**src/rtl/cpu_status_pkg.sv**
```systemverilog
package cpu_status_pkg;

  localparam int STAT_W = 8;
  localparam int BIT_C  = 0;
  localparam int BIT_DC = 1;
  localparam int BIT_Z  = 2;
  localparam int BIT_PD = 3;
  localparam int BIT_TO = 4;
  localparam int BIT_P0 = 5;
  localparam int BIT_P1 = 6;
  localparam int BIT_SP = 7;

  typedef enum logic [1:0] {
    RST_POWER = 2'b00,
    RST_WDOG  = 2'b01,
    RST_PIN   = 2'b10,
    RST_PIN2  = 2'b11
  } rst_kind_e;

  // Strobes handed from the control side to the datapath.
  typedef struct packed {
    logic porLoad;
    logic warmLoad;
    logic instrEn;
    logic toWe;
    logic toVal;
    logic pdWe;
    logic pdVal;
  } stat_ctl_t;

endpackage

```
**src/rtl/cpu_status_ctrl.sv**
```systemverilog
module cpu_status_ctrl
  import cpu_status_pkg::*;
(
  input  logic       rstReq,
  input  logic [1:0] rstKind,
  input  logic       evSleep,
  input  logic       evWdtClr,
  input  logic       evWdtOvf,
  output stat_ctl_t  ctl
);

  always_comb begin
    ctl          = '0;
    ctl.porLoad  = rstReq && (rstKind == RST_POWER);
    ctl.warmLoad = rstReq && (rstKind != RST_POWER);
    ctl.instrEn  = !rstReq;
    if (rstReq) begin
      if (rstKind == RST_WDOG) begin
        ctl.toWe  = 1'b1;
        ctl.toVal = 1'b0;
      end
    end else if (evWdtOvf) begin
      ctl.toWe  = 1'b1;
      ctl.toVal = 1'b0;
    end else if (evSleep) begin
      ctl.toWe  = 1'b1;
      ctl.toVal = 1'b1;
      ctl.pdWe  = 1'b1;
      ctl.pdVal = 1'b0;
    end else if (evWdtClr) begin
      ctl.toWe  = 1'b1;
      ctl.toVal = 1'b1;
      ctl.pdWe  = 1'b1;
      ctl.pdVal = 1'b1;
    end
  end

endmodule

```
**src/rtl/cpu_status_dp.sv**
```systemverilog
module cpu_status_dp
  import cpu_status_pkg::*;
#(
  parameter int NUM_PAGES = 4
) (
  input  logic              clk,
  input  stat_ctl_t         ctl,
  input  logic              wrEn,
  input  logic [STAT_W-1:0] wrMask,
  input  logic [STAT_W-1:0] wrData,
  input  logic              aluCarryEn,
  input  logic              aluCarry,
  input  logic              aluDcEn,
  input  logic              aluDc,
  input  logic              aluZeroEn,
  input  logic              aluZero,
  output logic [STAT_W-1:0] statQ,
  output logic [1:0]        pageHi
);

  localparam logic [STAT_W-1:0] POR_VAL = STAT_W'((1 << BIT_TO) | (1 << BIT_PD));
  localparam logic [STAT_W-1:0] LOCKED  = STAT_W'((1 << BIT_TO) | (1 << BIT_PD));
  localparam logic [STAT_W-1:0] WARM_CLR = STAT_W'((1 << BIT_P0) | (1 << BIT_P1) | (1 << BIT_SP));

  logic [STAT_W-1:0] wrSel;
  logic [STAT_W-1:0] nxt;

  assign wrSel = (wrEn && ctl.instrEn) ? (wrMask & ~LOCKED) : '0;

  always_comb begin
    nxt = (statQ & ~wrSel) | (wrData & wrSel);
    if (ctl.instrEn) begin
      if (aluCarryEn) nxt[BIT_C]  = aluCarry;
      if (aluDcEn)    nxt[BIT_DC] = aluDc;
      if (aluZeroEn)  nxt[BIT_Z]  = aluZero;
    end
    if (ctl.warmLoad) nxt = nxt & ~WARM_CLR;
    if (ctl.toWe) nxt[BIT_TO] = ctl.toVal;
    if (ctl.pdWe) nxt[BIT_PD] = ctl.pdVal;
  end

  always_ff @(posedge clk) begin
    if (ctl.porLoad) statQ <= POR_VAL;
    else             statQ <= nxt;
  end

  generate
    if (NUM_PAGES == 4) begin : g_four
      assign pageHi = {statQ[BIT_P1], statQ[BIT_P0]};
    end else begin : g_two
      assign pageHi = {1'b0, statQ[BIT_P0]};
    end
  endgenerate

endmodule

```
**src/rtl/cpu_status_reg.sv**
```systemverilog
module cpu_status_reg
  import cpu_status_pkg::*;
#(
  parameter int NUM_PAGES = 4
) (
  input  logic       clk,
  input  logic       rstReq,
  input  logic [1:0] rstKind,
  input  logic       wrEn,
  input  logic [7:0] wrMask,
  input  logic [7:0] wrData,
  input  logic       aluCarryEn,
  input  logic       aluCarry,
  input  logic       aluDcEn,
  input  logic       aluDc,
  input  logic       aluZeroEn,
  input  logic       aluZero,
  input  logic       evSleep,
  input  logic       evWdtClr,
  input  logic       evWdtOvf,
  output logic [7:0] statusOut,
  output logic [1:0] progAddrHi
);

  stat_ctl_t ctl;

  cpu_status_ctrl ctrl_i (
    .rstReq   (rstReq),
    .rstKind  (rstKind),
    .evSleep  (evSleep),
    .evWdtClr (evWdtClr),
    .evWdtOvf (evWdtOvf),
    .ctl      (ctl)
  );

  cpu_status_dp #(.NUM_PAGES(NUM_PAGES)) dp_i (
    .clk        (clk),
    .ctl        (ctl),
    .wrEn       (wrEn),
    .wrMask     (wrMask),
    .wrData     (wrData),
    .aluCarryEn (aluCarryEn),
    .aluCarry   (aluCarry),
    .aluDcEn    (aluDcEn),
    .aluDc      (aluDc),
    .aluZeroEn  (aluZeroEn),
    .aluZero    (aluZero),
    .statQ      (statusOut),
    .pageHi     (progAddrHi)
  );

endmodule

```
**config.mk**
```make
export PLATFORM = sky130hd
export DESIGN_NAME = cpu_status_reg
export DESIGN_NICKNAME = d
export VERILOG_FILES = /design/src/rtl/cpu_status_pkg.sv /design/src/rtl/cpu_status_ctrl.sv /design/src/rtl/cpu_status_dp.sv /design/src/rtl/cpu_status_reg.sv
export SDC_FILE = /design/constraint.sdc
export NUM_CORES = 1
export LEC_CHECK = 0
export ABC_AREA = 1
export CORE_MARGIN = 1.5
export CORE_UTILIZATION = 32
export CTS_CLUSTER_SIZE = 25
export DETAILED_ROUTE_END_ITERATION = 12
export HOLD_SLACK_MARGIN = 0.05
export PLACE_DENSITY_LB_ADDON = 0.1
export SLEW_MARGIN = 20
export SYNTH_ARGS = -nofsm -noshare
export SYNTH_HDL_FRONTEND = slang
export SYNTH_SLANG_ARGS = --single-unit
export TNS_END_PERCENT = 100
```
**constraint.sdc**
```tcl
create_clock -name clk -period 1.62 [get_ports clk]
set_clock_uncertainty 0.2 [all_clocks]
set_input_delay 0.486 -clock clk [delete_from_list [all_inputs] [get_ports clk]]
set_output_delay 0.486 -clock clk [all_outputs]
set_load 0.01 [all_outputs]
```
==> results_dict.tcl <==
set metrics [dict create \
    dpl.hpwl_um 979 \
    ff2ff_path_depth 4 \
    drv_slew 0 \
    cp_num_buf_inv 1 \
    grt_pass1_vias 499 \
    power_density_nw_per_um2 670 \
    cts_tree "built" \
    post-route-drc-count 0 \
    cts_buffers 3 \
    clock_latency_ns 0.25 \
    nFillCells 130 \
    cts_resized 10 \
    p_total_mw 0.581 \
    io_pins 40 \
    ant_nets 0 \
    first_pass_iters 4 \
    placed_area_um2 852 \
    synth.ff_latch_count 8 \
    r2r_setup_slack_ns 0.76 \
    post_drt_wl_per_cell_um 9.22 \
    drv_cap 0 \
    dp.cells 126 \
    synth_warnings 0 \
    clockBufferDepth 2 \
    post-cts-setup-buffer-count 0 \
    antenna_found_initial 0 \
    hold_path_depth 2 \
    reg2reg_to "dp_i.statQ[4]" \
    cpMaxStageDelayCell "dfxtp_1" \
    slew-limit-headroom_pct 86.5 \
    min_period_ns 1.55 \
    final_cell_mix "24 x nand2_1, 24 x clkdlybuf4s50_1, 12 x inv_1, 10 x dlygate4sd2_1" \
    leakagePower_nw 0.466 \
    grt_start_max_net_pins 14 \
    cts_sinks 8 \
    clock.fmax_mhz 647 \
    min_path_type "reg -> reg" \
    dr_total_vias 586 \
    min_from "dp_i.statQ[3]" \
    area_growth_pct 93.0 \
    r2r-start "dp_i.statQ[4]" \
    nNetsFinal 146 \
    grt_pass1_wl_um 1910 \
    status "completed" \
    yosys.cell_types.count 13 \
    finalHoldViolCount 0 \
    design.core.area_um2 1300 \
    whs_ns 0.261 \
    worstPathRequired_ns 0.93 \
    path_clk_slew_ns 0.06 \
    fin_setup_tns_ns 0 \
    dieWidth_um 40.5 \
    gp_routability_congestion 0.632 \
    hold_buffers 0 \
    via_per_inst 4.54 \
    mappedNetlistNets 101 \
    worstPathMaxFanout 3 \
    track_usage_pct 18.0 \
    rows 13 \
    synthesis.instances 71 \
    grt_overflow 0 \
    hold-path-endpoint "dp_i.statQ[3]" \
    stdcell_count 129 \
    worst_setup_path_start_kind "register" \
    cp_cell_sequence "dlygate4sd2_1" \
    cts_max_level 1 \
    timing.final.ws_setup_ns 0.0749 \
    seq_area_frac_synth_pct 35.7 \
    timing.final.crit_share_pct 95.4 \
    syn_area_um2 449 \
    cts-root-buf "clkbuf_4" \
    tightest_slew_ns 0.202 \
    rsz0062_at_grt "no" \
    diodes 0 \
    drive_gt1_share_pct 13.2 \
    crit_family "flip-flops" \
    arrival_ns 0.86 \
    post-route-util_pct 66.6 \
    start_util_pct 34.5 \
    dieHeight_um 40.5 \
    avgSynthCellArea_um2 6.33 \
    irDropWorstVdd_mv 0.480 \
    worst_setup_path_end_kind "primary output" \
    place_ws_ns -0.248 \
    routed_wl_um 1190 \
    dr.first_iter.drc_count 9 \
    io_buffers 35 \
    slowest_delay_ns 0.34 \
    dieArea_um2 1640 \
    setup_violations 0 \
    final_area_um2 867 \
    path_class "reg -> out" \
]
[worst max path at each step]
stage | from | to | cells past startpoint
6_report | register | progAddrHi[0] | 1
2_1_floorplan | rstReq | dp_i.statQ[0] | 7
5_1_grt | register | statusOut[6] | 1
3_3_place_gp | rstReq | dp_i.statQ[0] | 7
3_5_place_dp | rstReq | dp_i.statQ[1] | 7
4_1_cts | rstReq | dp_i.statQ[1] | 7
[layer usage]
layer / part of all wire, % / vias up / GRT usage, %
met1: 41 / 252 / 19.9
met5: 0 / - / 0
met2: 49 / 22 / 30.2
met4: 1.4 / 0 / 12.5
li1: - / 310 / -
met3: 8.7 / 2 / 3.89
[cell families after synthesis]
group / share of synthesized area [%]
flops: 35.7
compound gates: 8.91
simple gates: 37.9
buf+inv: 17.5
[power by group]
part | switching [mW] | total [mW] | internal [mW]
clock | 0.0709 | 0.156 | 0.0850
combinational | 0.0763 | 0.191 | 0.114
sequential | 0.0119 | 0.234 | 0.222
total | 0.159 | 0.581 | 0.421
[synth_stat cells]
| library cell | number | area [um2] |
|---|---|---|
| nand3_2 | 1 | 10.0 |
| buf_6 | 1 | 11.3 |
| nand2_1 | 24 | 90.1 |
| nand4_1 | 4 | 25.0 |
| buf_4 | 2 | 15.0 |
| o21ai_1 | 3 | 15.0 |
| inv_2 | 2 | 7.51 |
| inv_1 | 12 | 45.0 |
| nand3_1 | 7 | 35.0 |
| nor2_1 | 1 | 3.75 |
| dfxtp_1 | 8 | 160 |
| nor2_2 | 1 | 6.26 |
| o21ai_0 | 5 | 25.0 |
[layout make-up]
type | instances | area [um2] | share of cell area (%)
Sequential cell | 8 | 160 | 18.5
Clock buffer | 3 | 22.5 | 2.60
Inverter | 14 | 55.1 | 6.35
Multi-Input combinational cell | 46 | 210 | 24.2
Timing Repair Buffer | 43 | 400 | 46.2
Tap cell | 15 | 18.8 | 2.16
Power figures use the tool's default switching activity.
